**config.mk**
```make
export PLATFORM = sky130hd
export DESIGN_NAME = pwr_mode_seq
export DESIGN_NICKNAME = d
export VERILOG_FILES = /design/src/rtl/pms_pkg.sv /design/src/rtl/pms_stab_timer.sv /design/src/rtl/pms_cyc_div.sv /design/src/rtl/pwr_mode_seq.sv
export SDC_FILE = /design/constraint.sdc
export NUM_CORES = 1
export LEC_CHECK = 0
export CAP_MARGIN = 20
export CORE_MARGIN = 10
export CORE_UTILIZATION = 40
export CTS_BUF_LIST = sky130_fd_sc_hd__clkbuf_4
export CTS_CLUSTER_DIAMETER = 120
export DETAILED_ROUTE_END_ITERATION = 8
export PLACE_DENSITY = 0.79
export SLEW_MARGIN = 15
export SYNTH_ARGS = -nofsm -noshare
export SYNTH_HDL_FRONTEND = slang
export SYNTH_SLANG_ARGS = --single-unit
```
**constraint.sdc**
```tcl
create_clock -name clk -period 2.4 [get_ports clk]
set_input_delay 0.36 -clock clk [delete_from_list [all_inputs] [get_ports clk]]
set_output_delay 0.36 -clock clk [all_outputs]
set_load 0.01 [all_outputs]
```
**src/rtl/pms_pkg.sv**
```systemverilog
package pms_pkg;
    typedef enum logic [1:0] {
        PM_WAKE    = 2'd0,
        PM_ACTIVE  = 2'd1,
        PM_STANDBY = 2'd2,
        PM_STOP    = 2'd3
    } pm_state_e;
endpackage

```
**src/rtl/pms_stab_timer.sv**
```systemverilog
module pms_stab_timer #(
    parameter int unsigned STAB_CYC = 16
) (
    input  logic clk,
    input  logic rst_n,
    input  logic load,
    input  logic run,
    output logic last
);
    localparam int unsigned CW = $clog2(STAB_CYC + 1);
    localparam logic [CW-1:0] LOAD_VAL = CW'(STAB_CYC);
    localparam logic [CW-1:0] ONE = CW'(1);

    logic [CW-1:0] cnt_d, cnt_q;

    always_comb begin
        cnt_d = cnt_q;
        if (load)
            cnt_d = LOAD_VAL;
        else if (run && cnt_q != '0)
            cnt_d = cnt_q - ONE;
    end

    always_ff @(posedge clk or negedge rst_n) begin
        if (!rst_n) cnt_q <= LOAD_VAL;
        else        cnt_q <= cnt_d;
    end

    // the settling edge: the counter leaves 1 on this clock
    assign last = run && (cnt_q == ONE);
endmodule

```
**src/rtl/pms_cyc_div.sv**
```systemverilog
module pms_cyc_div #(
    parameter int unsigned DIV = 4
) (
    input  logic clk,
    input  logic rst_n,
    input  logic run,
    output logic stb
);
    localparam int unsigned PW = (DIV > 1) ? $clog2(DIV) : 1;
    localparam logic [PW-1:0] LAST = PW'(DIV - 1);
    localparam logic [PW-1:0] ONE = PW'(1);

    logic [PW-1:0] ph_d, ph_q;

    always_comb begin
        if (!run)              ph_d = '0;
        else if (ph_q == LAST) ph_d = '0;
        else                   ph_d = ph_q + ONE;
    end

    always_ff @(posedge clk or negedge rst_n) begin
        if (!rst_n) ph_q <= '0;
        else        ph_q <= ph_d;
    end

    assign stb = run && (ph_q == LAST);
endmodule

```
**src/rtl/pwr_mode_seq.sv**
```systemverilog
module pwr_mode_seq #(
    parameter int unsigned NIRQ     = 7,
    parameter int unsigned STAB_CYC = 16,
    parameter int unsigned DIV      = 4
) (
    input  logic            clk,
    input  logic            rst_n,
    input  logic            sleep_req,
    input  logic            stop_req,
    input  logic            gie,
    input  logic [NIRQ-1:0] irq_act,
    input  logic            stopc,
    output logic            cpu_clk_en,
    output logic            per_clk_en,
    output logic            osc_en,
    output logic            ram_valid,
    output logic            resume_pulse,
    output logic            exec_restart,
    output logic            cyc_stb
);
    import pms_pkg::*;

    typedef struct packed {
        pm_state_e st;
        logic      ram;
        logic      resume;
        logic      restart;
    } seq_t;

    localparam seq_t SEQ_RST = '{st: PM_WAKE, ram: 1'b0, resume: 1'b0, restart: 1'b0};

    seq_t s_d, s_q;
    logic any_irq, cancel, tmr_load, tmr_run, tmr_last, run_active;

    assign any_irq  = |irq_act;
    assign cancel   = !gie && any_irq;
    assign tmr_load = (s_q.st == PM_STOP) && stopc;
    assign tmr_run  = (s_q.st == PM_WAKE);

    pms_stab_timer #(.STAB_CYC(STAB_CYC)) u_stab (
        .clk   (clk),
        .rst_n (rst_n),
        .load  (tmr_load),
        .run   (tmr_run),
        .last  (tmr_last)
    );

    always_comb begin
        s_d         = s_q;
        s_d.resume  = 1'b0;
        s_d.restart = 1'b0;
        unique case (s_q.st)
            PM_WAKE: begin
                if (tmr_last) begin
                    s_d.st      = PM_ACTIVE;
                    s_d.restart = 1'b1;
                end
            end
            PM_ACTIVE: begin
                if ((stop_req || sleep_req) && !cancel)
                    s_d.st = stop_req ? PM_STOP : PM_STANDBY;
            end
            PM_STANDBY: begin
                if (any_irq) begin
                    s_d.st     = PM_ACTIVE;
                    s_d.resume = 1'b1;
                end
            end
            PM_STOP: begin
                if (stopc) begin
                    s_d.st  = PM_WAKE;
                    s_d.ram = 1'b1;
                end
            end
            default: s_d = SEQ_RST;
        endcase
    end

    always_ff @(posedge clk or negedge rst_n) begin
        if (!rst_n) s_q <= SEQ_RST;
        else        s_q <= s_d;
    end

    assign run_active = (s_q.st == PM_ACTIVE);

    pms_cyc_div #(.DIV(DIV)) u_div (
        .clk   (clk),
        .rst_n (rst_n),
        .run   (run_active),
        .stb   (cyc_stb)
    );

    assign cpu_clk_en   = run_active;
    assign per_clk_en   = run_active || (s_q.st == PM_STANDBY);
    assign osc_en       = (s_q.st != PM_STOP);
    assign ram_valid    = s_q.ram;
    assign resume_pulse = s_q.resume;
    assign exec_restart = s_q.restart;
endmodule

```
==> results of run 1 <==
-- how the worst max path moves through the flow --
stage / from / endpoint / slack [ns] / cells past startpoint
after floorplan: u_stab.cnt_q[0] / u_stab.cnt_q[1] / 0.79 / 6
after global placement: irq_act[2] / s_q[4] / 0.59 / 5
after detailed placement: irq_act[2] / s_q[3] / 0.54 / 5
after CTS: s_q[3] / osc_en / 0.30 / 3
after global routing: s_q[4] / cyc_stb / 0.21 / 4
final: s_q[3] / osc_en / 0.33 / 3
-- power by group --
| part | internal (W) | switching (W) | total [W] |
|---|---|---|---|
| registers | 0.000285 | 0.0000562 | 0.000341 |
| clock network | 0.0000755 | 0.0000621 | 0.000138 |
| logic | 0.000277 | 0.000261 | 0.000538 |
-- Yosys cell counts --
cell,number
dfstp_2,1
inv_1,6
nor3_1,3
a2bb2oi_4,1
a32oi_1,1
nor4_1,1
or4b_1,1
a21boi_1,2
o2111ai_2,1
nand3_1,4
a22o_1,1
dfrtp_1,11
xnor2_1,1
xor2_1,2
and4b_1,1
a21oi_1,3
nor2_1,1
and2_1,2
nand2b_1,1
a211o_1,1
o21ai_0,1
ha_1,7
or4b_4,1
a21o_1,1
nand2_1,1
mux2i_1,2
-- state kept, by name, summed over array words and instances (netlist names) --
name          count
u_stab.cnt_q      5
s_q               2
u_div.ph_q        2
exec_restart      1
ram_valid         1
resume_pulse      1
-- per-layer routing --
layer | track usage (%) | vias up
met5 | 0 | -
met1 | 8.43 | 240
li1 | - | 257
met4 | 3.76 | 0
met3 | 5.64 | 2
met2 | 13.1 | 20
-- layout by cell type, fill, tap and decap left out, types with 2 or more instances in the layout --
cell	instances
a21oi_1	3
nor3_1	3
nand3_1	4
ha_1	7
mux2i_1	2
dfrtp_1	11
inv_1	6
and2_1	2
clkbuf_4	4
clkdlybuf4s50_1	19
xor2_1	2
a21boi_1	2
-- worst max-delay path: stages, from the launching register on --
cell,delay [ns]
dfrtp_1,0.40
ha_1,0.30
inv_1,0.17
clkdlybuf4s50_1,0.57
-- layout make-up --
cell class | instances | area (um^2) | area share, %
multi-input cells | 40 | 345 | 38.0
well taps | 16 | 20.0 | 2.20
inverters | 6 | 22.5 | 2.48
repair buffers | 19 | 190 | 20.9
clock buffers | 4 | 30.0 | 3.30
flip-flops and latches | 12 | 302 | 33.1
-- cells by family (layout without fill, tap and decap cells) --
group,after synthesis,count (layout)
muxes,2,2
buffers and inverters,6,29
DFF,12,12
and+or+nand+nor,16,16
AOI/OAI and AO/OA,12,12
xor gates and xnor gates,3,3
adders and majority gates,7,7
-- stage by stage --
stage | utilization [%] | total power, W | instance area (um^2) | hold WS [ns]
global route | 59.0 | 0.00112 | 910 | 0.457
detailed placement | 57.1 | 0.000892 | 880 | 0.432
CTS | 59.0 | 0.00103 | 910 | 0.443
finish | 59.0 | 0.00102 | 910 | 0.440
global placement | 57.1 | 0.000871 | 880 | 0.420
floorplan | - | 0.000698 | 669 | 0.0644
==> summary.md, run 1 <==
| Metric | Value |
|---|---|
| Filler cell count in the final layout | around 140 |
| Post-synthesis xor/xnor area fraction | roughly 3.9% |
| DR vias | a little over 500 |
| Mapped cell area | about 670 um^2 |
| Initial antenna violation count | 0 |
| Worst skew pair latency | 0.26 ns |
| Reg2Reg Setup Slack | around 0.66 ns |
| Worst reg2reg endpoint | u_stab.cnt_q[1] |
| Hold crit path type | input pin to async pin |
| Final net count | approximately 100 |
| Clk root buf | clkbuf_4 |
| Die area | about 0.0037 mm^2 |
| Slew @ Worst Pin | roughly 0.54 ns |
| PwrDens | 1120 mW/mm^2 |
| Finished Layout Cells | 97 |
| RSZ-0062 raised after global routing | false |
| Yosys top cell area share | about two fifths |
| CTS H-tree depth | 1 |
| Rel. slew slack | about 64% |
| Largest net degree at the start of global routing | 13 |
| Horiz. Die Dim | 60.9 um |
| Peak VDD IR | between 0.5 and 0.6 mV |
| Post-Syn Area per Cell | between 10 and 15 um^2 |
| Initial Util | 43.4% |
| Core area | 0.00154 mm^2 |
| Setup TNS Final | 0 ns |
| First-pass GRT wire length | approximately 2.3 mm |
| Floorplan row count | 14 |
| Cts repair resizes | 0 |
| Post-Synth Adder-Cell Area | between 10% and 20% |
| # IOs | 20 |
| IO buf count | 19 |
| Ys Warns | 0 |
| Clock skew | ~0.0036 ns |
| Setup ws final | 0.334 ns |
| Routed vias/inst | about 5.4 |
| DPL Wire Length | between 1 and 1.5 mm |
| Post-Synthesis Net Count | 78 |
| Post-CTS Hold Buffers | 0 |
| Detailed Route Iter0 Violations | 6 |
| Vias in the first global route | about 540 |
| Period utilization | between 80% and 90% |
| Slew Viols, Final | 0 |
| Max Cap Viol | 0 |
| R2R cell count | 6 |
| Detailed Route WL | around 1.4 mm |
| Routed length on met1 | roughly 640 um |
| Simple-gate share of the synthesized area | between 15 and 20% |
| Top sig layer | met4 |
| Total Routing Usage GR | ~8.3% |
| Placed insts | between 90 and 100 |
| FF-to-FF Start | u_stab.cnt_q[0] |
| Critical Path Fanout Max | 7 |
| Layout cells sized above 1 | about a tenth |
| Multiplexer share of the synthesized area | under 10% |
| Setup bufs post-CTS | 0 |
| Clock Path Buffers | 2 |
| Gpl congestion | 0.832 |
| Largest family of logic cells by synthesized area | compound AO/OA/AOI/OAI gates |
| CTS sink cnt | 12 |
| WP data required | between 2 and 2.5 ns |
| LEAKAGE | approximately 0.41 nW |
| Crit path capture type | output pin |
| Routed wl met3 | 212 um |
| Pre-CTS setup slack | about 0.54 ns |
| Synth Area in Compound Gates | 16.4% |
| Shortest period the worst path allows | 2.07 ns |
| Final hold vios | 0 |
| Max Clock Freq | slightly below 500 MHz |
| Status | finished, final reports clean |
| Critical Path AT | 1.71 ns |
| Critical path launch point type | flip-flop |
| # diodes | 0 |
| Crit path kind | flip-flop to output pin |
| Sequential share of the synthesized area | a little under half |
| DR WL/cell | between 10 and 15 um |
| Synthesized flop and latch total | 12 |
| Cts bufs inserted | 3 |
| Cell accounting for the most synthesized area | dfrtp_1 |
| Top cells by area, synth | dfrtp_1 41%, ha_1 13%, a2bb2oi_4 3.9% |
| Global route total overflow | 0 |
| Mapped Cells | 58 |
| CTS clk-pin slew, worst paths | ~0.07 ns |
| Netlist cell types | 26 |
| Chip height | ~61 um |
| Drt pass-1 iters | 4 |
| Met2 Wirelength | ~590 um |
| CTS tree | yes |
| Post-route ant nets | 0 |
| DRC errors left | 0 |
| Final setup fails | 0 |
| Area growth syn-to-layout | 35.9% |
(Power assumes the default switching activity.)
==> run 2: changes to the inputs <==
--- a/config.mk
+++ b/config.mk
@@ -11,8 +11,9 @@
 export CTS_BUF_LIST = sky130_fd_sc_hd__clkbuf_4
 export CTS_CLUSTER_DIAMETER = 120
 export DETAILED_ROUTE_END_ITERATION = 8
-export PLACE_DENSITY = 0.79
+export PLACE_DENSITY = 0.78
 export SLEW_MARGIN = 15
 export SYNTH_ARGS = -nofsm -noshare
 export SYNTH_HDL_FRONTEND = slang
+export SYNTH_HIERARCHICAL = 1
 export SYNTH_SLANG_ARGS = --single-unit
==> run 2 against run 1 <==
  * Utilization rose by 0.59 points
  * Critical path type unchanged
  * Design area is 3.3% higher
  * Sequential cell count unchanged
  * Synthesized area up 3.4%
  * Setup slack lost 0.085 ns
  * Clock-buffer cell count unchanged
  * Global-route usage up 0.062 points
  * Sequential share of layout area decreased by 1.1 points
  * Wire length down 0.55%
==> summary.md, run 2 <==
| Metric | Value |
|---|---|
| Die area | 0.00379 mm^2 (was 0.00371 mm^2) |
| Max Cap Viol | 0 (unchanged) |
| Ys Warns | 6 (was 0) |
| Initial Util | 43.9% (was 43.4%) |
| Cts bufs inserted | 3 (unchanged) |
| Period utilization | 89.6% (was 86.1%) |
| DPL Wire Length | 1.15 mm (was 1.17 mm) |
| Final setup fails | 0 (unchanged) |
| Shortest period the worst path allows | 2.15 ns (was 2.07 ns) |
| Final hold vios | 0 (unchanged) |
| CP bufs+invs | 2 (unchanged) |
| Routed vias/inst | 5.27 (was 5.35) |
| Clk root buf | clkbuf_4 (unchanged) |
| Top reg by flops | u_stab/cnt_q (was u_stab.cnt_q) |
| Gpl congestion | 0.752 (was 0.832) |
| Top cells by area, synth | dfrtp_1 40%, ha_1 13%, dfstp_2 3.8% (was dfrtp_1 41%, ha_1 13%, a2bb2oi_4 3.9%) |
| Core area | 0.00158 mm^2 (was 0.00154 mm^2) |
| Critical path launch point type | flip-flop (unchanged) |
| Top flop regs | u_stab/cnt_q: 5 flops, s_q: 2 flops, u_div/ph_q: 2 flops (was u_stab.cnt_q: 5 flops, s_q: 2 flops, u_div.ph_q: 2 flops) |
| Pre-CTS setup slack | 0.0101 ns (was 0.542 ns) |
| CTS tree | yes (unchanged) |
| Area growth syn-to-layout | 35.8% (was 35.9%) |
| IO buf count | 19 (unchanged) |
| Largest net degree at the start of global routing | 13 (unchanged) |
| Detailed Route Iter0 Violations | 1 (was 6) |
| Final net count | 107 (was 102) |
| Netlist cell types | 31 (was 26) |
| CTS H-tree depth | 1 (unchanged) |
| Clock skew | 0.00769 ns (was 0.00357 ns) |
| Slew Viols, Final | 0 (unchanged) |
| DRC errors left | 0 (unchanged) |
| Slew @ Worst Pin | 0.548 ns (was 0.537 ns) |
| Post-CTS Hold Buffers | 0 (unchanged) |
| WP data required | 2.04 ns (about the same) |
| Chip height | 61.6 um (was 60.9 um) |
| Predominant post-synthesis flop cell | dfrtp_1 (unchanged) |
| Vias in the first global route | 546 (was 541) |
| CP top delay family | buffers and inverters (unchanged) |
| RSZ-0062 raised after global routing | false (unchanged) |
| Rel. slew slack | 63.4% (was 64.1%) |
| DR vias | 538 (was 519) |
| CTS clk-pin slew, worst paths | 0.08 ns (was 0.07 ns) |
| Yosys top cell area share | 39.8% (was 41.1%) |
| Critical Path Fanout Max | 8 (was 7) |
| Placed insts | 98 (was 93) |
| Post-Syn Area per Cell | 11.2 um^2 (was 11.5 um^2) |
| Most common cell after layout, fill and taps aside | clkdlybuf4s50_1 (unchanged) |
| Detailed Route WL | 1.44 mm (was 1.45 mm) |
| Most frequent cells in the layout | 19 x clkdlybuf4s50_1, 11 x dfrtp_1, 7 x inv_1, 7 x ha_1, 4 x clkbuf_4 (was 19 x clkdlybuf4s50_1, 11 x dfrtp_1, 7 x ha_1, 6 x inv_1) |
| # diodes | 0 (unchanged) |
| Layout cells sized above 1 | 17.4% (was 9.88%) |
| Most common library cells after synthesis | 11 x dfrtp_1, 7 x ha_1, 7 x inv_1 (was 11 x dfrtp_1, 7 x ha_1, 6 x inv_1) |
| LEAKAGE | 0.424 nW (was 0.412 nW) |
| Synthesized flop and latch total | 12 (unchanged) |
| PwrDens | 1060 mW/mm^2 (was 1120 mW/mm^2) |
| DR WL/cell | 14.1 um (was 14.9 um) |
| Most frequent cell after synthesis | dfrtp_1 (unchanged) |
| Crit path kind | flip-flop to output pin (unchanged) |
| Drt pass-1 iters | 3 (was 4) |
| Status | finished, final reports clean (unchanged) |
| Slowest cell on the critical path | clkdlybuf4s50_1 (unchanged) |
| Peak VDD IR | 0.701 mV (was 0.511 mV) |
| FFs w/ async S/R, synth | 100% (unchanged) |
| Finished Layout Cells | 102 (was 97) |
| Critical-path cell list | inv_1 -> ha_1 -> and2_2 -> clkdlybuf4s50_1 (was ha_1 -> inv_1 -> clkdlybuf4s50_1) |
| Global route total overflow | 0 (unchanged) |
| Clock Path Buffers | 2 (unchanged) |
| CTS sink cnt | 12 (unchanged) |
| Max Clock Freq | 465 MHz (was 484 MHz) |
| Critical Path AT | 1.79 ns (was 1.71 ns) |
| Post-synth EDFFs | 0 (unchanged) |
| Total Routing Usage GR | 8.41% (was 8.34%) |
| Sequential share of the synthesized area | 43.6% (was 45.0%) |
| Setup TNS Final | 0 ns (unchanged) |
| Post-route ant nets | 0 (unchanged) |
| CP peak stage delay | 0.53 ns (was 0.57 ns) |
| Max FFs per register | 5 (unchanged) |
| Mapped cell area | 692 um^2 (was 669 um^2) |
| Hold crit path type | input pin to async pin (unchanged) |
| Floorplan row count | 14 (unchanged) |
| Cell accounting for the most synthesized area | dfrtp_1 (unchanged) |
| Cts repair resizes | 0 (unchanged) |
| Horiz. Die Dim | 61.6 um (was 60.9 um) |
| Worst skew pair latency | 0.27 ns (was 0.26 ns) |
| Initial antenna violation count | 0 (unchanged) |
| Crit path capture type | output pin (unchanged) |
| First-pass GRT wire length | 2.34 mm (was 2.35 mm) |
| Final total power | 0.000993 W (was 0.00102 W) |
| Setup bufs post-CTS | 0 (unchanged) |
| Setup ws final | 0.250 ns (was 0.334 ns) |
| # IOs | 20 (unchanged) |
| Post-Synthesis Net Count | 82 (was 78) |
| Mapped Cells | 62 (was 58) |
## run 2: layout make-up
class	instances	area, um^2
Clock buffer	4	30.0
Fill cell	136	637
Inverter	7	26.3
Multi-Input combinational cell	43	364
Sequential cell	12	302
Tap cell	16	20.0
Timing Repair Buffer	20	198
## run 2: final timing paths
kind	end	slack [ns]	start	cells after the start
max in group asynchronous	u_stab/cnt_q[4]	1.59	rst_n	1
max reg2reg	s_q[3]	0.49	s_q[3]	6
min	resume_pulse	0.44	rst_n	1
max	cyc_stb	0.25	s_q[4]	4
min reg2reg	u_div/ph_q[0]	0.48	u_div/ph_q[0]	1
min in group clk	u_div/ph_q[0]	0.48	u_div/ph_q[0]	1
## run 2: kinds of logic after synthesis
logic type               Yosys count  share of synthesized area [%]
AO/OA/AOI/OAI                     13                           15.4
multiplexers                       2                           2.89
flip-flops                        12                           43.6
buffers and inverters              7                           3.80
AND/OR/NAND/NOR                   21                           21.7
adder cells (fa/ha/maj)            7                           12.7
## run 2: stage by stage
step	util (%)	area, um^2	hold WS, ns
detailed placement	57.7	910	0.458
global placement	57.7	910	0.438
CTS	59.6	940	0.451
global route	59.6	940	0.473
floorplan	-	692	0.0644
finish	59.6	940	0.437
## run 2: where the power goes
part / switching, W / internal [W] / total [W]
clock network: 0.0000672 / 0.0000756 / 0.000143
logic: 0.000237 / 0.000274 / 0.000511
registers: 0.0000580 / 0.000281 / 0.000339
## run 2: worst reg2reg max path: cells and delay by family, from the launching register on
| family | cells | cell delay (ns) |
|---|---|---|
| adders and majority gates | 1 | 0.31 |
| buffers and inverters | 1 | 0.11 |
| and+or+nand+nor | 1 | 0.28 |
| muxes | 1 | 0.22 |
| AOI/OAI and AO/OA | 2 | 0.50 |
| DFF | 1 | 0.41 |
## run 2: routing by layer
layer	track usage, %	wire length (um)
met5	0	0
met4	4.78	16
met3	3.09	84
met2	14.3	722
met1	8.71	618
==> run 3: changes to the inputs <==
--- a/config.mk
+++ b/config.mk
@@ -9,9 +9,11 @@
 export CORE_MARGIN = 10
 export CORE_UTILIZATION = 40
 export CTS_BUF_LIST = sky130_fd_sc_hd__clkbuf_4
-export CTS_CLUSTER_DIAMETER = 120
+export CTS_CLUSTER_DIAMETER = 30
 export DETAILED_ROUTE_END_ITERATION = 8
 export PLACE_DENSITY = 0.78
+export REMOVE_ABC_BUFFERS = 1
+export SETUP_SLACK_MARGIN = 0.02
 export SLEW_MARGIN = 15
 export SYNTH_ARGS = -nofsm -noshare
 export SYNTH_HDL_FRONTEND = slang
==> results of run 3 <==
Final layout, timing and power as in run 2 (identical DEF).
